--- config.mk ---
export PLATFORM = sky130hd
export DESIGN_NAME = posted_cas_delay
export DESIGN_NICKNAME = d
export VERILOG_FILES = /design/src/rtl/posted_cas_delay.sv
export SDC_FILE = /design/constraint.sdc
export NUM_CORES = 1
export LEC_CHECK = 0
export ABC_AREA = 1
export BUFFER_PORTS_ARGS = -buffer_cell sky130_fd_sc_hd__buf_2
export CAP_MARGIN = 20
export CORE_UTILIZATION = 45
export DETAILED_ROUTE_END_ITERATION = 10
export MAX_ROUTING_LAYER = met4
export PLACE_DENSITY_LB_ADDON = 0.15
export SLEW_MARGIN = 5
export SYNTH_ARGS = -nofsm -noshare
export SYNTH_HDL_FRONTEND = slang
export SYNTH_SLANG_ARGS = --single-unit
export TNS_END_PERCENT = 5
--- constraint.sdc ---
create_clock -name clk -period 4.1 [get_ports clk]
set_input_delay 0.82 -clock clk [delete_from_list [all_inputs] [get_ports clk]]
set_output_delay 0.82 -clock clk [all_outputs]
set_load 0.02 [all_outputs]
--- src/rtl/posted_cas_delay.sv ---
module posted_cas_delay #(
  parameter int BANKS  = 8,
  parameter int BANK_W = $clog2(BANKS),
  parameter int COL_W  = 10,
  parameter int DEPTH  = 16,
  parameter int CNT_W  = 5
) (
  input  logic              clk,
  input  logic              rst_n,
  input  logic              mr_we,
  input  logic [1:0]        mr_al_sel,
  input  logic [3:0]        cas_lat,
  input  logic [CNT_W-1:0]  trcd_min,
  input  logic [1:0]        cmd_kind,
  input  logic [BANK_W-1:0] cmd_bank,
  input  logic [COL_W-1:0]  cmd_col,
  output logic              out_valid,
  output logic              out_write,
  output logic [BANK_W-1:0] out_bank,
  output logic [COL_W-1:0]  out_col,
  output logic              early_col
);
  localparam int IDX_W = $clog2(DEPTH);
  localparam logic [CNT_W-1:0] CNT_MAX = {CNT_W{1'b1}};

  logic [1:0]        al_sel;
  logic [3:0]        al_cur;
  logic [IDX_W-1:0]  al_idx;
  logic              is_col, is_act;

  logic              sv [DEPTH], nv [DEPTH];
  logic              sw [DEPTH], nw [DEPTH];
  logic [BANK_W-1:0] sb [DEPTH], nb [DEPTH];
  logic [COL_W-1:0]  sc [DEPTH], nc [DEPTH];
  logic [CNT_W-1:0]  cnt [BANKS];
  logic [CNT_W:0]    reach;

  assign is_act = (cmd_kind == 2'b01);
  assign is_col = cmd_kind[1];

  always_comb begin
    case (al_sel)
      2'b01:   al_cur = cas_lat - 4'd1;
      2'b10:   al_cur = cas_lat - 4'd2;
      default: al_cur = 4'd0;
    endcase
  end
  assign al_idx = IDX_W'(al_cur);
  assign reach  = {1'b0, cnt[cmd_bank]} + (CNT_W+1)'(al_cur);

  always_ff @(posedge clk or negedge rst_n)
    if (!rst_n)     al_sel <= 2'b00;
    else if (mr_we) al_sel <= mr_al_sel;

  always_comb begin
    for (int i = 0; i < DEPTH-1; i++) begin
      nv[i] = sv[i+1]; nw[i] = sw[i+1]; nb[i] = sb[i+1]; nc[i] = sc[i+1];
    end
    nv[DEPTH-1] = 1'b0; nw[DEPTH-1] = 1'b0;
    nb[DEPTH-1] = '0;   nc[DEPTH-1] = '0;
    if (is_col && !nv[al_idx]) begin
      nv[al_idx] = 1'b1;
      nw[al_idx] = cmd_kind[0];
      nb[al_idx] = cmd_bank;
      nc[al_idx] = cmd_col;
    end
  end

  always_ff @(posedge clk or negedge rst_n) begin
    if (!rst_n) begin
      for (int i = 0; i < DEPTH; i++) begin
        sv[i] <= 1'b0; sw[i] <= 1'b0; sb[i] <= '0; sc[i] <= '0;
      end
    end else begin
      for (int i = 0; i < DEPTH; i++) begin
        sv[i] <= nv[i]; sw[i] <= nw[i]; sb[i] <= nb[i]; sc[i] <= nc[i];
      end
    end
  end

  always_ff @(posedge clk or negedge rst_n) begin
    if (!rst_n) begin
      for (int b = 0; b < BANKS; b++) cnt[b] <= CNT_MAX;
    end else begin
      for (int b = 0; b < BANKS; b++) begin
        if (is_act && cmd_bank == BANK_W'(b)) cnt[b] <= CNT_W'(1);
        else if (cnt[b] != CNT_MAX)           cnt[b] <= cnt[b] + CNT_W'(1);
      end
    end
  end

  always_ff @(posedge clk or negedge rst_n)
    if (!rst_n) early_col <= 1'b0;
    else        early_col <= is_col && (reach < {1'b0, trcd_min});

  assign out_valid = sv[0];
  assign out_write = sw[0];
  assign out_bank  = sb[0];
  assign out_col   = sc[0];

  AST_MODE_LOAD: assert property (@(posedge clk) disable iff (!rst_n)
    mr_we |=> al_sel == $past(mr_al_sel));
  AST_ZERO_AL_PASS: assert property (@(posedge clk) disable iff (!rst_n)
    (is_col && al_cur == 4'd0 && !sv[1]) |=>
      (out_valid && out_bank == $past(cmd_bank) && out_col == $past(cmd_col)));
  AST_ACT_NO_ENTRY: assert property (@(posedge clk) disable iff (!rst_n)
    (is_act && !sv[1]) |=> !out_valid);
  AST_FLAG_NEEDS_COL: assert property (@(posedge clk) disable iff (!rst_n)
    early_col |-> $past(is_col));
  AST_LATE_COL_OK: assert property (@(posedge clk) disable iff (!rst_n)
    (is_col && cnt[cmd_bank] >= trcd_min) |=> !early_col);
  AST_ACT_RESTART: assert property (@(posedge clk) disable iff (!rst_n)
    is_act |=> cnt[$past(cmd_bank)] == CNT_W'(1));
endmodule

# [Word level (Yosys, flattened, before mapping)]
# Index checks and enable logic that the tools add are counted.
[totals] reg_bits=283 output_inout_bits=16 elab_cells=167
[op_classes] bitwise_logic=3 addsub=11 reduce_logical=21 order_cmp=4 mux=36 eq_ne=18
[op_table] op="$bwmux 160" n=1
[op_table] op="$mux 160" n=1
[op_table] op="$mux 5" n=18
[op_table] op="$bwmux 48" n=1
[op_table] op="$mux 48" n=1
[op_table] op="$add 5x1->5 const B" n=8
[op_table] op="$demux 10 s4" n=1
[op_table] op="$ne 5x5->1 const B" n=8
[op_table] op="$mux 16" n=2
[op_table] op="$bwmux 16" n=1
[op_table] op="$or 16x16->16" n=1
[op_table] op="$reduce_bool 2->1" n=8
[op_table] op="$bmux 5 s3" n=1
[op_table] op="$demux 3 s4" n=1
[op_table] op="$eq 3x3->1 const B" n=4
[op_table] op="$logic_and 1x1->1" n=11
[op_table] op="$mux 10" n=1
[op_table] op="$pmux 4 s2" n=1
[op_table] op="$add 5x4->6" n=1
[op_table] op="$eq 3x2->1 const B" n=2
[op_table] op="$lt 6x5->1" n=1
[op_table] op="$ge 5x5->1 const B" n=1
[op_table] op="$lt 5x1->1 const B" n=1
[op_table] op="$not 4->5" n=1
[op_table] op="other kinds (13)" n=16

# [Depth between registers and ports, before layout]
# Gate-level depths: netlist of run 1.
[logic_depth] ltp_word=9 mapped_depth=20

# [Worst setup path after synthesis of run 1]
# OpenSTA, ideal clock, no wires.
[synth_path] kind="input to register" startpoint="input port cmd_bank[0]" endpoint="register early_col" arrival_ns=3.305 slack_ns=0.709 path_stages=20 required_ns=4.014 path_cell_list="clkbuf_1 nand2_1 clkbuf_1 o22ai_1 inv_1 o221ai_1 inv_1 o21ai_0 inv_1 ha_1 nand3_1 nand2_1 xnor2_1 inv_1 ha_1 nand2_1 o21ai_0 o21ai_0 nand2_1 nor3_1"
[synth_via] elab_chain_cells=7
[synth_rtl] item="start: declaration" line="15" source="input logic [BANK_W-1:0] cmd_bank,"
[synth_rtl] item="$not 3->4 (implied by the code)" line="49" source="assign reach = {1'b0, cnt[cmd_bank]} + (CNT_W+1)'(al_cur);"
[synth_rtl] item="$bmux 5 s3" line="49"
[synth_rtl] item="$mux 5 (implied by the code) (2 in series)" line="49"
[synth_rtl] item="$add 5x4->6" line="49"
[synth_rtl] item="$lt 6x5->1" line="94" source="else early_col <= is_col && (reach < {1'b0, trcd_min});"
[synth_rtl] item="$logic_and 1x1->1" line="94"
[synth_rtl] item="end signal: assignment" line="94"
[synth_rtl] item="end: declaration" line="21" source="output logic early_col"
# No other way between the ends. The select of a mux whose other input is x is not followed.
# A chain may end at the register's enable or synchronous reset.

# [Final worst setup path of run 1]
[layout_path] startpoint="input port cmd_bank[1]" endpoint="register early_col"
# The elaborated chain is that of the path after synthesis.

==> results of run 1 <==
## sequential cells by signal (all words and copies together) (netlist names)
name	cells
out_write	1
sv	15
al_sel	2
out_valid	1
early_col	1
sc	150
sb	45
sw	15
out_bank	3
cnt	40
out_col	10
## metrics by stage
stage	cells	setup WS [ns]	area, um^2	hold WS (ns)	util, %
finish	2520	0.7768	16420	0.3918	50.46
global route	2520	0.2631	16420	0.4589	50.46
CTS	2520	0.7883	16420	0.4202	50.46
detailed placement	2460	0.2572	15340	0.4491	47.15
global placement	2460	0.3490	15340	0.4441	47.15
floorplan	2067	0.7087	14910	0.4217	-
## worst max-delay path, cell delays in order
cell and delay (ns):
buf_2 0.20, nor2_1 0.42, inv_1 0.22, o221ai_1 0.22, inv_1 0.07, o21ai_0 0.30
inv_1 0.09, ha_1 0.27, nand3_1 0.08, nand2_1 0.08, xnor2_1 0.14, inv_1 0.06
ha_1 0.28, nand2_1 0.06, o21ai_0 0.07, o21ai_0 0.14, nand2_1 0.07, nor3_1 0.17
## worst max-delay path by stage
| stage | endpoint | from | cells past startpoint | slack (ns) |
|---|---|---|---|---|
| after floorplan | early_col | cmd_bank[0] | 20 | 0.71 |
| after global placement | early_col | cmd_bank[1] | 18 | 0.35 |
| after detailed placement | early_col | cmd_bank[1] | 18 | 0.26 |
| after CTS | early_col | cmd_bank[1] | 18 | 0.79 |
| after global routing | early_col | cmd_bank[1] | 18 | 0.26 |
| final | early_col | cmd_bank[1] | 18 | 0.78 |
## kinds of logic (layout without fill, tap and decap cells)
kind of cell / Yosys count / in the layout / share of synthesized area [%]
xor gates and xnor gates: 11 / 11 / 0.6463
adders and majority gates: 30 / 30 / 2.568
and+or+nand+nor: 1276 / 1276 / 33.59
DFF: 283 / 283 / 47.84
AOI/OAI and AO/OA: 229 / 229 / 7.998
buffers and inverters: 238 / 249 / 7.360
## cells in the final DEF, fill, tap and decap left out, types with 4 or more instances in the layout
| master | Yosys | routed |
|---|---|---|
| o22ai_1 | 4 | 4 |
| dfstp_2 | 40 | 40 |
| nand2_1 | 1098 | 1098 |
| buf_2 | 44 | 43 |
| xor2_1 | 9 | 9 |
| nor2_2 | 5 | 4 |
| nand3_1 | 90 | 90 |
| a22oi_1 | 4 | 4 |
| clkbuf_1 | 39 | 10 |
| a21oi_1 | 30 | 30 |
| o21ai_0 | 178 | 178 |
| nor2_4 | 6 | 7 |
| o21ai_1 | 4 | 4 |
| nor2_1 | 65 | 65 |
| inv_1 | 107 | 107 |
| clkbuf_16 | 0 | 35 |
| ha_1 | 29 | 29 |
| dfrtp_1 | 243 | 243 |
| buf_4 | 39 | 28 |
| clkinv_2 | 0 | 6 |
| clkbuf_8 | 0 | 7 |
| nand2_2 | 5 | 5 |
| buf_12 | 0 | 5 |
## where the power goes
group / internal (mW) / total [mW] / switching (mW)
logic: 0.676 / 1.92 / 1.25
clock network: 1.76 / 2.92 / 1.16
registers: 3.38 / 3.70 / 0.319
total: 5.82 / 8.54 / 2.73
## area by class of cell
class	count	share of cell area, %
clock buffer	52	6.150
timing repair buffer	77	3.292
tap	442	3.368
multi-input combinational	1546	40.76
inverter	112	2.576
sequential	283	43.44
clock inverter	8	0.4191
## layer usage
metal | track usage (%) | wire [um] | vias to the layer above
met1 | 29.53 | 16320 | 5818
li1 | - | - | 6370
met5 | - | 0 | -
met2 | 35.86 | 16160 | 216
met3 | 2.773 | 1180 | 50
met4 | 5.933 | 671 | 0
==> reports/metrics.cfg, run 1 <==
[sta]
min_period_ns=3.323
fin_setup_tns_ns=0
grt_setup_unrepaired=no
hold_viol=0
finalMaxSlewViolations=0
fin_skew_ns=0.01273
fmax_mhz=300.9
finalCritPeriodShare_pct=81.05
tightest_slew_ns=0.8634
relSlewSlack_pct=42.44
setup_violations=0

[flow_run]
max-cap-violations=0

[clock_tree]
tritoncts=yes
cts_buffers=34
cts_setup_buffers=0
cts_resized=0
cts_root_buffer=clkbuf_16
cts_hold_buf=0
clkTransAtPathRegs_ns=0.05
cts.sink_count=283
cts.path.max_buffers=3
cts_max_level=2
insertion_delay_ns=0.51

[drt]
wl_um=34330
drtPass1Iterations=5
drcViolationCount=0
drt-initial-drc-count=803
wl_per_cell_um=13.62
vias_per_cell=4.942
ant_nets=0
vias=12454

[yosys]
yosysTopAreaCell=dfrtp_1
synthArstFlopShare_pct=100.0
synth.area.top_cells=dfrtp_1 (41%), nand2_1 (28%), dfstp_2 (7.0%)
syn-cell-area_mm2=0.01491
yosysTopAreaCellShare_pct=40.79
synthFlopType=dfrtp_1
yosys.cell_types.count=36
synth.yosys.seq_area_share_pct=47.84
yosys-top-cells-count=nand2_1 (1,098), dfrtp_1 (243), o21ai_0 (178), inv_1 (107), nand3_1 (90)
synth_nets=2126
syn_inst=2067
avgSynthCellArea_um2=7.212
synth_seq_cells=283
synth_edf_count=0
yosysWarnings=0
synth.most_common_cell=nand2_1

[worst_setup_path]
r2r-start=al_sel[0]
start_kind=primary input
arrival_ns=3.74
cp_max_fo=13
r2r_slack_ns=1.14
worstPathRequired_ns=4.52
rr_endpoint=early_col
worst_setup_path_end_kind=register
reg2reg_depth=18
path_class=in2reg

[global_routing]
grt_max_degree=110
grt_pass1_wl_um=59440
antenna_found_initial=0
track_usage_pct=22.22
gr-total-overflow=0
grt_pass1_vias=11971

[cells_and_area]
fillCellCount=3159
n_antenna_cell=0
multiInputGateArea_mm2=0.006691
area_growth_pct=10.13
drive_gt1_share_pct=9.240
fin_nets=2113
regArea_mm2=0.007132

[floorplan]
ios=45
chipWidth_um=184.0
die-area_mm2=0.03386
row_count=66
coreArea_mm2=0.03254
die_y_um=184.0
initial_utilization_pct=45.82

[pwr]
p_per_area_mw_per_mm2=520.4
max-vdd-ir-drop_mv=0.2820
leakage_nw=8.957
p_total_mw=8.544

[run_status]
status=finished clean

[min_path]
holdCritPathClass=in2async

[placement]
port_buffers=44
finalWeightedCongestion=0.8669
post-dp-hpwl_um=22750

Power figures use the tool's default switching activity.
==> run 2: changes to the inputs <==
==> constraint.sdc (replaced) <==
create_clock -name clk -period 2.9 [get_ports clk]
set_input_delay 0.58 -clock clk [delete_from_list [all_inputs] [get_ports clk]]
set_output_delay 0.58 -clock clk [all_outputs]
set_load 0.02 [all_outputs]
==> reports/metrics.cfg, run 2 (synthesis results as in run 1) <==
[run_status]
status=finished, violations left
violations=negative hold slack

[worst_setup_path]
critPathBufInv=3
worstPathRequired_ns=3.33
cp_slowest_cell=dfstp_2
cp_common_cell=inv_1
path_cells=inv_1 -> o21ai_2 -> a21oi_1 -> a32oi_1 -> ha_2 -> inv_1 -> fa_1 -> inv_1 -> ha_1 -> a21oi_1 -> o21ai_0 -> o21ai_1 -> nand2_1 -> nor3_2
slowest_delay_ns=0.54
path_class=reg2reg
r2r_slack_ns=0.15
cp_max_fo=3
critPathTopFamily=adder cells
start_kind=register
arrival_ns=3.18
worst_setup_path_end_kind=register

[cells_and_area]
top_register=sc
n_antenna_cell=0
fin_nets=2173
drive_gt1_share_pct=12.86
largest_reg_flops=150
layout_common_cells=nand2_1 (1,095), dfrtp_1 (243), o21ai_0 (174)
largestRegisters=sc (150), sb (45), cnt (40)
area_growth_pct=15.48
mostFrequentLayoutCell=nand2_1

[global_routing]
gr-total-overflow=0
antenna_found_initial=0
grt_pass1_wl_um=58540
grt_pass1_vias=11802
busiest_layer=met2
track_usage_pct=21.86
grt_max_degree=87
use_met3_pct=3.011
grt_use_met2_pct=34.85
grt_use_met1_pct=29.05

[pwr]
p_comb_share_pct=23.7
power.share.clock_pct=34.8
power_switching_mw=3.987
leakage_nw=9.361
p_total_mw=12.59
p_int_mw=8.604
max-vdd-ir-drop_mv=0.3762
p_seq_share_pct=41.5
p_per_area_mw_per_mm2=731.3
netSwitchingFraction_pct=31.67

[drt]
vias_per_cell=4.930
drtPass1Iterations=6
wl_um=34430
drcViolationCount=0
drt-initial-drc-count=897
wl_per_cell_um=13.34
ant_nets=0
vias=12724

[clock_tree]
clkTransAtPathRegs_ns=0.06
cts_max_level=2
insertion_delay_ns=0.52
cts_root_buffer=clkbuf_16
cts_hold_buf=0
tritoncts=yes
cts.path.max_buffers=3
cts.sink_count=283
cts_buffers=35

[sta]
tightest_slew_ns=0.4710
timing.hold.ws_ns=-0.003526
min_period_ns=2.748
hold_viol=3
setup_violations=0
fmax_mhz=363.9
finalCritPeriodShare_pct=94.75
finalMaxSlewViolations=0
fin_setup_tns_ns=0
relSlewSlack_pct=68.60
fin_skew_ns=0.01317

[placement]
port_buffers=44
post-dp-hpwl_um=22920
finalWeightedCongestion=0.8871

[floorplan]
chipWidth_um=184.0
ios=45
row_count=66
initial_utilization_pct=45.82
coreArea_mm2=0.03254
die-area_mm2=0.03386
die_y_um=184.0

[flow_run]
max-cap-violations=0

[min_path]
holdCritPathClass=in2async

## run 2: cell type report
type	instances	area, um^2
fillers	3034	15320
well taps	442	553.0
inverters	112	424.2
repair buffers	136	1159
clock inverters	12	133.9
flip-flops and latches	283	7132
clock buffers	50	1033
multi-input cells	1546	6782
## run 2: through the flow
| stage | setup WS (ns) | hold WS [ns] | cell area (um^2) | cells | utilization (%) |
|---|---|---|---|---|---|
| after floorplan | 0.001996 | 0.2844 | 14960 | 2067 | - |
| after global placement | -0.2605 | 0.4401 | 15970 | 2517 | 49.10 |
| after global routing | -0.02278 | 0.01799 | 17220 | 2581 | 52.91 |
| final | 0.1523 | -0.003526 | 17220 | 2581 | 52.91 |
| after CTS | 0.05231 | 0.001061 | 17140 | 2579 | 52.68 |
| after detailed placement | -0.3094 | 0.4471 | 15970 | 2517 | 49.10 |
## run 2: timing repair
item | 4_1_cts | 5_1_grt
hold endpoints to repair | 0 | 0
buffers inserted | 0 | 2
endpoints found under the setup margin | 0 | 1
gates resized for setup | 0 | 16
## run 2: routing by layer
metal	routed length, um	part of all wire, %
met5	0	0
met4	777	2.3
met3	1458	4.2
met2	16050	47
met1	16140	47
## run 2: worst register-to-register path, stage by stage, from the launching register on
cell,delay (ns)
dfstp_2,0.54
inv_1,0.07
o21ai_2,0.13
a21oi_1,0.05
a32oi_1,0.25
ha_2,0.23
inv_1,0.05
fa_1,0.47
inv_1,0.04
ha_1,0.26
a21oi_1,0.15
o21ai_0,0.09
o21ai_1,0.13
nand2_1,0.07
nor3_2,0.14
## run 2: path summary, 6_finish.rpt
check,start,endpoint,cells past startpoint
worst max-delay path,cnt[20],early_col,14
worst min-delay path,rst_n,al_sel[0],1
worst max register to register,cnt[20],early_col,14
worst min register to register,sb[34],sb[37],2
max in group asynchronous,rst_n,sc[31],2
min in group clk,mr_al_sel[1],al_sel[1],3
## run 2: power groups by stage
stage | sequential, mW | combinational, mW | clock, mW
floorplan | 5.16 | 2.17 | 0
global placement | 5.28 | 2.86 | 0
detailed placement | 5.29 | 2.94 | 0
CTS | 5.23 | 2.96 | 4.48
global route | 5.31 | 3.43 | 4.63
finish | 5.23 | 2.99 | 4.38
==> run 3: changes to the inputs <==
--- a/config.mk
+++ b/config.mk
@@ -8,8 +8,10 @@
 export ABC_AREA = 1
 export BUFFER_PORTS_ARGS = -buffer_cell sky130_fd_sc_hd__buf_2
 export CAP_MARGIN = 20
+export CORE_MARGIN = 2
 export CORE_UTILIZATION = 45
 export DETAILED_ROUTE_END_ITERATION = 10
+export GPL_TIMING_DRIVEN = 0
 export MAX_ROUTING_LAYER = met4
 export PLACE_DENSITY_LB_ADDON = 0.15
 export SLEW_MARGIN = 5
==> reports/metrics.cfg, run 3 (synthesis results as in run 1) <==
[placement]
finalWeightedCongestion=0.8371
placed_cells=2544
post-dp-hpwl_um=26480
place_area_mm2=0.01574
port_buffers=33
dp_slack_ns=-0.7223

[pwr]
max-vdd-ir-drop_mv=0.3753
p_per_area_mw_per_mm2=738.7
leakage_nw=9.326
p_total_mw=12.72

[global_routing]
antenna_found_initial=0
track_usage_pct=23.34
grt_max_degree=104
grt_pass1_wl_um=63140
gr-total-overflow=0
grt_pass1_vias=12608

[worst_setup_path]
worstPathRequired_ns=3.33
r2r_slack_ns=0.14
cp_max_fo=4
worst_setup_path_end_kind=register
r2r-start=cnt[7]
rr_endpoint=early_col
path_class=reg2reg
start_kind=register
reg2reg_depth=14
arrival_ns=3.20
startpoint=cnt[7]

[clock_tree]
tritoncts=yes
insertion_delay_ns=0.52
clkTransAtPathRegs_ns=0.06
cts.sink_count=283
cts_buffers=34
cts_max_level=2
cts.path.max_buffers=3
cts_hold_buf=0
cts_root_buffer=clkbuf_16

[floorplan]
initial_utilization_pct=45.70
die-area_mm2=0.03460
coreArea_mm2=0.03262
ios=45
row_count=66
chipWidth_um=186.0
die_y_um=186.0

[cells_and_area]
drive_gt1_share_pct=13.45
fin_area_mm2=0.01722
largest_reg_flops=150
n_antenna_cell=0
layout_common_cells=nand2_1 (1,095), dfrtp_1 (243), o21ai_0 (173)
top_register=sc
regArea_mm2=0.007132
multiInputGateArea_mm2=0.006874
postLayoutCoreUtil_pct=52.79
fillCellCount=3089
mostFrequentLayoutCell=nand2_1
stdcell_count=2620
fin_nets=2212
largestRegisters=sc (150), sb (45), cnt (40)
area_growth_pct=15.51

[flow_run]
max-cap-violations=0

[min_path]
holdCritPathClass=in2async

[drt]
ant_nets=0
drcViolationCount=0
drtPass1Iterations=6
vias=13077
vias_per_cell=4.991
wl_per_cell_um=14.44
wl_um=37830
drt-initial-drc-count=849

[run_status]
status=finished clean

[sta]
hold_viol=0
fmax_mhz=361.9
setup_violations=0
fin_ws_ns=0.1371
relSlewSlack_pct=50.89
tightest_slew_ns=0.7366
fin_setup_tns_ns=0
min_period_ns=2.763
timing.hold.ws_ns=0.08167
fin_skew_ns=0.02163
finalMaxSlewViolations=0
finalCritPeriodShare_pct=95.27

run 3: changes by cell type in the layout (fill, tap and decap cells not counted), moves of 4 or more:
cell / change
buf_12: -18
buf_4: -20
inv_1: -6
a21oi_1: -4
buf_2: +32
clkbuf_1: +36
a21oi_2: +4
inv_2: +4
run 3: routing by layer:
layer  GRT usage [%]  part of all wire (%)  vias to the layer above
met1           30.41                    46                     6137
met3           2.974                   4.5                       67
li1                -                     -                     6586
met2           38.35                    47                      287
met5               -                     0                        -
met4           6.709                   2.2                        0
run 3: worst max-delay path by stage:
stage          slack [ns]        end  cells past startpoint
6_report             0.14  early_col                     14
3_5_place_dp        -0.72  early_col                     15
4_1_cts             0.001  early_col                     21
2_1_floorplan       0.002  early_col                     17
5_1_grt             -0.02  early_col                     14
3_3_place_gp        -4.11     sc[65]                      1
run 3: what timing repair did:
item                                    in CTS  in global routing
resized for setup                            5                 51
gates cloned                                 0                  1
pin swaps                                    0                 19
endpoints found under the setup margin       1                  2
buffers inserted                             0                 14
run 3: critical path: stages (launching register included):
cell,delay [ns]
dfstp_2,0.55
or2_2,0.11
o21a_1,0.14
o221ai_2,0.11
o32ai_2,0.24
ha_4,0.28
buf_4,0.14
nand2_1,0.09
nor2_2,0.05
a211oi_2,0.21
xor2_1,0.19
ha_1,0.25
o21ai_1,0.07
nand2_1,0.07
nor3_2,0.18
run 3: cell type report:
cell class	count	share of cell area (%)
clock inverters	6	0.3415
flip-flops and latches	283	41.42
inverters	112	2.550
well taps	442	3.212
multi-input cells	1546	39.92
repair buffers	50	2.005
clock buffers	55	6.408
plain buffers	126	4.149
run 3: power breakdown:
group,switching (mW),internal [mW]
Combinational,1.97,1.18
Clock,1.67,2.69
Sequential,0.426,4.78
Total,4.07,8.65
